===== config.mk =====
export PLATFORM = sky130hd
export DESIGN_NAME = hbe_capture
export DESIGN_NICKNAME = d
export VERILOG_FILES = /design/src/rtl/hbe_capture.sv
export SDC_FILE = /design/constraint.sdc
export NUM_CORES = 1
export LEC_CHECK = 0
export BUFFER_PORTS_ARGS = -buffer_cell sky130_fd_sc_hd__buf_4
export CAP_MARGIN = 20
export CORE_MARGIN = 2
export CORE_UTILIZATION = 41
export CTS_BUF_LIST = sky130_fd_sc_hd__clkbuf_4 sky130_fd_sc_hd__clkbuf_8 sky130_fd_sc_hd__clkbuf_16
export CTS_CLUSTER_SIZE = 25
export DETAILED_ROUTE_END_ITERATION = 12
export GPL_ROUTABILITY_DRIVEN = 0
export MAX_ROUTING_LAYER = met4
export PLACE_DENSITY = 0.86
export SYNTH_ARGS = -nofsm -noshare
export SYNTH_HDL_FRONTEND = slang
export SYNTH_SLANG_ARGS = --single-unit

===== constraint.sdc =====
create_clock -name clk -period 2.7 [get_ports clk]
set_clock_uncertainty 0.2 [all_clocks]
set_input_delay 0.54 -clock clk [delete_from_list [all_inputs] [get_ports clk]]
set_output_delay 0.54 -clock clk [all_outputs]
set_load 0.005 [all_outputs]

===== src/rtl/hbe_capture.sv =====
module hbe_capture #(
  parameter int ADDR_W  = 24,
  parameter int REG_W   = 32,
  parameter int BIT_ERR = 0,
  parameter int BIT_EN  = 1,
  parameter int BIT_DMA = 5
) (
  input  logic              clk,
  input  logic              rst_n,
  input  logic              obs_valid,
  input  logic [ADDR_W-1:0] obs_addr,
  input  logic              obs_dma,
  input  logic              obs_err,
  input  logic              reg_wr,
  input  logic [REG_W-1:0]  reg_wdata,
  output logic [REG_W-1:0]  reg_rdata,
  input  logic              pd_n,
  output logic              pd_status
);
  localparam int ALO = REG_W - ADDR_W;

  logic [ADDR_W-1:0] cap_addr;
  logic              err_flag, dma_flag, en_bit;
  logic [1:0]        pd_sync;

  wire hit_err = obs_valid && obs_err && en_bit;
  wire hit_dma = hit_err && obs_dma;
  wire clr_err = reg_wr && reg_wdata[BIT_ERR];
  wire clr_dma = reg_wr && reg_wdata[BIT_DMA];

  always_ff @(posedge clk) begin
    if (!rst_n) begin
      cap_addr <= '0;
      err_flag <= 1'b0;
      dma_flag <= 1'b0;
      en_bit   <= 1'b0;
      pd_sync  <= 2'b11;
    end else begin
      if (obs_valid && !err_flag) cap_addr <= obs_addr;
      if (hit_err)      err_flag <= 1'b1;
      else if (clr_err) err_flag <= 1'b0;
      if (hit_dma)      dma_flag <= 1'b1;
      else if (clr_dma) dma_flag <= 1'b0;
      if (reg_wr) en_bit <= reg_wdata[BIT_EN];
      pd_sync <= {pd_sync[0], pd_n};
    end
  end

  always_comb begin
    reg_rdata = '0;
    reg_rdata[REG_W-1:ALO] = cap_addr;
    reg_rdata[BIT_DMA] = dma_flag;
    reg_rdata[BIT_EN]  = en_bit;
    reg_rdata[BIT_ERR] = err_flag;
  end

  assign pd_status = ~pd_sync[1];

  p_track_r2: assert property (@(posedge clk) disable iff (!rst_n)
    (obs_valid && !reg_rdata[BIT_ERR]) |=> reg_rdata[REG_W-1:ALO] == $past(obs_addr));
  p_set_r3: assert property (@(posedge clk) disable iff (!rst_n)
    (obs_valid && obs_err && reg_rdata[BIT_EN]) |=> reg_rdata[BIT_ERR]);
  p_frozen_r4: assert property (@(posedge clk) disable iff (!rst_n)
    reg_rdata[BIT_ERR] |=> $stable(reg_rdata[REG_W-1:ALO]));
  p_gate_r5: assert property (@(posedge clk) disable iff (!rst_n)
    (!reg_rdata[BIT_EN] && !reg_rdata[BIT_DMA]) |=> !reg_rdata[BIT_DMA]);
  p_dma_r6: assert property (@(posedge clk) disable iff (!rst_n)
    (obs_valid && obs_err && obs_dma && reg_rdata[BIT_EN]) |=> reg_rdata[BIT_DMA]);
  p_w1c_r7: assert property (@(posedge clk) disable iff (!rst_n)
    (reg_wr && reg_wdata[BIT_ERR] && !(obs_valid && obs_err && reg_rdata[BIT_EN]))
      |=> !reg_rdata[BIT_ERR]);
  p_sticky_r7: assert property (@(posedge clk) disable iff (!rst_n)
    (reg_rdata[BIT_DMA] && !(reg_wr && reg_wdata[BIT_DMA])) |=> reg_rdata[BIT_DMA]);
  p_rsvd_r9: assert property (@(posedge clk) disable iff (!rst_n)
    reg_rdata[7:6] == 2'b00 && reg_rdata[4:2] == 3'b000);
endmodule


======== After elaboration in Yosys (flattened, before gate mapping) ========
Index checks and enable logic that the tools add are counted.
word-level totals
  memory bits (read-only) ................. 0
  memory bits (writable) .................. 0
  memories ................................ 0
  register bits after elaboration ......... 29
  output and inout bits ................... 33
  bits in latches ......................... 0
operators by class
  reductions and logical operators ........ 9
  $add $sub $neg .......................... 0
  equality and inequality tests ........... 0
  order comparisons ....................... 0
  $mul .................................... 0
  mux-type cells .......................... 4
  bitwise logic cells ..................... 1
  shifts and indexed selects .............. 0
  divide/modulo/power cells ............... 0
operator list
  kind                number
  1-bit logical AND   6
  1-bit two-way mux   4
  2-bit nonzero test  2
  1-bit logical NOT   1
  1-bit inverter      1

======== Longest topological paths before layout ========
Gate-level depths: netlist of run 1.
  word-level depth ........................ 4
  gate-level depth with buffers ........... 5
  gate-level depth less buffers ........... 3

======== Worst setup path after synthesis of run 1 ========
No wires, ideal clock.
  kind .................................... input port to flip-flop
  from .................................... input port rst_n
  to ...................................... register cap_addr[10]
  buffers on the path ..................... 2
  setup slack ............................. 1.325 ns
  arrival time ............................ 1.109 ns
  stages .................................. 3
  setup time .............................. 0.066 ns
  cell sequence ........................... clkbuf_1 clkbuf_1 a21boi_2
RTL lines
  what                    RTL line  RTL
  start: declaration      9         input logic rst_n,
  end signal: assignment  39        if (obs_valid && !err_flag) cap_addr <= obs_addr;
  end: declaration        22        logic [ADDR_W-1:0] cap_addr;
No word-level cell between the ends.

======== Worst setup path in the final report of run 1 ========
  from .................................... register err_flag
  to ...................................... output port reg_rdata[0]
RTL lines
  what                      RTL line  RTL
  start: declaration        23        logic err_flag, dma_flag, en_bit;
  start signal: assignment  34        err_flag <= 1'b0;
  start signal: assignment  40        if (hit_err) err_flag <= 1'b1;
  start signal: assignment  41        else if (clr_err) err_flag <= 1'b0;
  end: declaration          16        output logic [REG_W-1:0] reg_rdata,
No word-level cell between the ends.

==> reports/qor.txt, run 1 <==
Final Hold Fails: 0
die width: 57.7 µm
Pint: 682 µW
Cells after DPL: 214
number of setup buffers added after CTS: 0
Tcrit/Tclk final: 58.3%
Sequential Power Share: 52.5%
Area Growth Syn to Fin: 40.4%
PD cells: 531 nW/µm²
crit path kind: flip-flop to primary output
row cnt: 19
layout net count: 253
Max VDD drop: 0.431 mV
iteration-0 DRC count of the detailed router: 31
FMAX: 0.636 GHz
commonest non-fill, non-tap cell in the layout: buf_4
Vias/cell: 4.65
critical path arrival: 0.83 ns
layout cells sized above 1: 41.9%
Setup violations, final: 0
diodes inserted: 0
clock group share of total power: 32.3%
CP endpoint kind: primary output
crit-path max FO: 4
sequential share of the synthesized area: 49.0%
Distinct cells, synth: 17
Final Critical Period: 1.57 ns
gr ovfl total: 0
fin. max-slew vios: 0
RSZ-0062 raised after global routing: no
CTS tree: yes
crit-path cells: buf_4
DR pass1 iterations: 2
final wirelength: 2540 µm
initial antenna violation count: 0
synthesized instance count: 133
Worst-path clk slew: 0.09 ns
CTS Hold Bufs: 0
global-route wire length before repair: 4390 µm
Yosys warning count: 0
CP bufs+invs: 1
Die H: 57.7 µm
Clock Latency Late Sink: 0.31 ns
antenna-violating nets left: 0
commonest non-fill, non-tap cells in the layout: buf_4 (63), nand2_1 (51), dfxtp_1 (29)
CTS H-Tree Depth: 2
CP max stage delay: 0.39 ns
Die ar.: 3330 µm²
Max Root-Sink Buffers: 2
root buffer cell: clkbuf_4
cell family with most CP delay: flip-flops
port bufs: 61
max_cap viols: 0
DR WL/cell: 11.4 µm
vias in the first global route: 1027
worst path required time: 1.96 ns
multiplexer share of the synthesized area: 0.846%
crit start category: flip-flop
Post-route DRC: 0
Synth Area in Compound Gates: 19.1%
Syn Area/Cell: 8.90 µm²
TritonCTS Buffers: 5
Core ar.: 2760 µm²
CP max-delay cell: dfxtp_1
non-filler cells in the finished layout: 222
Ports: 96
main combinational cell family by area after synthesis: simple AND/OR/NAND/NOR gates
FF+latch count, synth: 29
P_leak: 0.790 nW
simple logic cell fraction of the synthesized area: 20.1%
combinational share of power: 15.2%
GRT Overall Usage: 17.7%
xor/xnor cell area share of the yosys netlist: 0%
CTS sink cnt: 29
fillers: 260
DR vias: 1033
largest net degree at the start of global routing: 30
status: complete, no violations
CTS resizes: 0
sw frac: 22.7%
cell area after synthesis: 1180 µm²
Initial Util: 42.9%
adder-cell share of the synthesized area: 0%
Setup TNS: 0 ns
HP Class: flip-flop to flip-flop
hpwl dp: 1830 µm
NetSw: 200 µW
==> flip-flops by register name, summed over array words and instances, names as in the netlist <==
register	cells
dma_flag	1
cap_addr	24
pd_sync	2
en_bit	1
err_flag	1
==> power groups by stage <==
stage | combinational [mW] | clock [mW] | sequential [mW]
2_1_floorplan | 0.0652 | 0 | 0.474
3_3_place_gp | 0.133 | 0 | 0.472
3_5_place_dp | 0.136 | 0 | 0.473
4_1_cts | 0.136 | 0.299 | 0.463
5_1_grt | 0.150 | 0.326 | 0.466
6_report | 0.134 | 0.285 | 0.463
==> metal layers <==
| layer | routed length (µm) | part of all wire [%] | global-route usage (%) |
|---|---|---|---|
| met5 | 0 | 0 | - |
| met4 | 25 | 0.98 | 5.98 |
| met3 | 199 | 7.8 | 7.14 |
| met2 | 1250 | 49 | 28.7 |
| met1 | 1070 | 42 | 19.7 |
==> synthesized netlist by cell type, drive strengths merged <==
cell    number  area (µm²)
buf         14         110
nand4        1        6.26
or2b         2        15.0
dfxtp       29         581
inv          1        3.75
mux2i        1        10.0
conb         1        3.75
nand2b       1        6.26
nor2b        3        18.8
clkbuf       3        11.3
a32oi        1        8.76
nand2       51         191
a21boi      25         218
==> layout make-up <==
| cell class | instances | area, µm² | share of cell area, % |
|---|---|---|---|
| repair buffers | 63 | 473 | 28.5 |
| flip-flops and latches | 29 | 581 | 34.9 |
| well taps | 31 | 38.8 | 2.33 |
| clock buffers | 7 | 65.1 | 3.92 |
| multi-input cells | 90 | 495 | 29.8 |
| clock inverters | 1 | 5.00 | 0.301 |
| inverters | 1 | 3.75 | 0.226 |
==> final timing paths <==
kind,startpoint,endpoint,slack [ns],depth (start not counted)
max,err_flag,reg_rdata[0],1.13,1
min,pd_sync[0],pd_sync[1],0.21,1
max reg2reg,err_flag,cap_addr[13],1.17,4
min reg2reg,pd_sync[0],pd_sync[1],0.21,1
==> kinds of logic (layout without fill, tap and decap cells) <==
| kind of cell | Yosys count | in the layout |
|---|---|---|
| buffers and inverters | 18 | 72 |
| multiplexers | 1 | 1 |
| other | 1 | 5 |
| flip-flops | 29 | 29 |
| AND/OR/NAND/NOR | 58 | 58 |
| AO/OA/AOI/OAI | 26 | 26 |
==> metrics by stage <==
step / util, % / hold WS [ns] / total power, mW / setup WS [ns] / area [µm²]
finish: 60.3 / 0.210 / 0.882 / 1.13 / 1660
global route: 60.3 / 0.198 / 0.942 / 1.04 / 1660
CTS: 60.3 / 0.196 / 0.898 / 1.11 / 1660
detailed placement: 57.7 / 0.194 / 0.608 / 0.942 / 1590
global placement: 57.7 / 0.187 / 0.605 / 1.00 / 1590
floorplan: - / 0.185 / 0.539 / 1.33 / 1200
Note: power is estimated with default switching activity, not from simulation.
==> inputs of run 2 (changes only) <==
- CORE_UTILIZATION: 41 -> 34
- PLACE_DENSITY: 0.86 -> 0.76
- clock period: 2.7 -> 1.3 ns (I/O delays scaled with it)
==> reports/qor.txt, run 2 (same netlist as run 1, synthesis figures left out) <==
DR pass1 iterations: 4
antenna-violating nets left: 0
DR WL/cell: 10.9 µm
layout cells sized above 1: 41.6%
Setup TNS: 0 ns
crit-path cells: buf_4
commonest non-fill, non-tap cells in the layout: buf_4 (65), nand2_1 (51), dlygate4sd3_1 (26)
worst path required time: 0.84 ns
Max Root-Sink Buffers: 2
crit start category: flip-flop
TritonCTS Buffers: 5
CTS H-Tree Depth: 2
CP max-delay cell: dfxtp_2
cell family with most CP delay: flip-flops
Die H: 63 µm
FMAX: 0.804 GHz
largest registers: cap_addr: 24 flops, pd_sync: 2 flops
Worst-path clk slew: 0.08 ns
P_leak: 0.907 nW
max_cap viols: 0
final wirelength: 2890 µm
crit-path max FO: 4
critical path arrival: 0.78 ns
Top reg by flops: cap_addr
Max VDD drop: 0.539 mV
global-route wire length before repair: 4960 µm
layout net count: 282
CTS tree: yes
diodes inserted: 0
Total Power: 1.87 mW
initial antenna violation count: 0
CP bufs+invs: 1
commonest non-fill, non-tap cell in the layout: buf_4
Core ar.: 3340 µm²
port bufs: 61
vias in the first global route: 1112
Ports: 96
iteration-0 DRC count of the detailed router: 19
gr ovfl total: 0
RSZ-0062 raised after global routing: no
Final Hold Fails: 0
Post-route DRC: 0
PD cells: 953 nW/µm²
hpwl dp: 1800 µm
Die ar.: 3970 µm²
Setup violations, final: 0
DR vias: 1128
CP endpoint kind: primary output
crit path kind: flip-flop to primary output
root buffer cell: clkbuf_4
Vias/cell: 4.26
die width: 63 µm
Tcrit/Tclk final: 95.7%
CP max stage delay: 0.34 ns
status: complete, no violations
max FFs per register: 24
Clock Latency Late Sink: 0.31 ns
GRT Overall Usage: 16.6%
row cnt: 21
CTS sink cnt: 29
Final Critical Period: 1.24 ns
largest net degree at the start of global routing: 30
Area Growth Syn to Fin: 66.1%
fin. max-slew vios: 0
HP Class: primary input to flip-flop
Initial Util: 35.5%
==> run 2: power by group <==
part / switching [mW] / leakage (nW) / internal [mW]
clock network: 0.281 / 0.0348 / 0.276
logic: 0.127 / 0.631 / 0.225
registers: 0.0244 / 0.241 / 0.939
total: 0.433 / 0.907 / 1.44
==> run 2: path summary, 6_finish.rpt <==
check	start	end	slack [ns]	depth (start not counted)
hold / removal	reg_wdata[5]	dma_flag	0.02	4
setup / recovery	err_flag	reg_rdata[0]	0.06	1
hold reg to reg	pd_sync[0]	pd_sync[1]	0.21	1
setup reg to reg	err_flag	cap_addr[10]	0.15	4
==> run 2: repair_timing <==
action / CTS / global route
hold buffers: 26 / 0
setup buffers: 0 / 1
setup endpoints to repair: 2 / 7
gates resized for setup: 2 / 8
endpoints found under the hold margin: 26 / 0
==> run 2: stage by stage <==
stage / std cells / setup WS, ns / utilization, % / hold slack [ns] / area [µm²]
after floorplan: 137 / 0.139 / - / 0.156 / 1200
after global placement: 231 / 0.119 / 48.7 / 0.187 / 1630
after detailed placement: 231 / 0.109 / 48.7 / 0.197 / 1630
final: 265 / 0.0558 / 58.9 / 0.0238 / 1970
after global routing: 265 / 0.000969 / 58.9 / 0.00565 / 1970
after CTS: 264 / 0.0331 / 58.3 / 0.0118 / 1950
==> run 2: layer usage <==
layer,track usage [%],vias to the layer above,wire (µm)
li1,-,581,-
met1,18.2,494,1200
met2,28.1,49,1480
met3,6.31,4,180
met4,5.00,0,31
met5,-,-,0
==> run 2: area by class of cell <==
type	instances	area (µm²)
fill	301	1370
timing repair buffer	92	759
sequential	29	591
multi-input combinational	90	495
clock buffer	7	58.8
tap	46	57.6
inverter	1	3.75
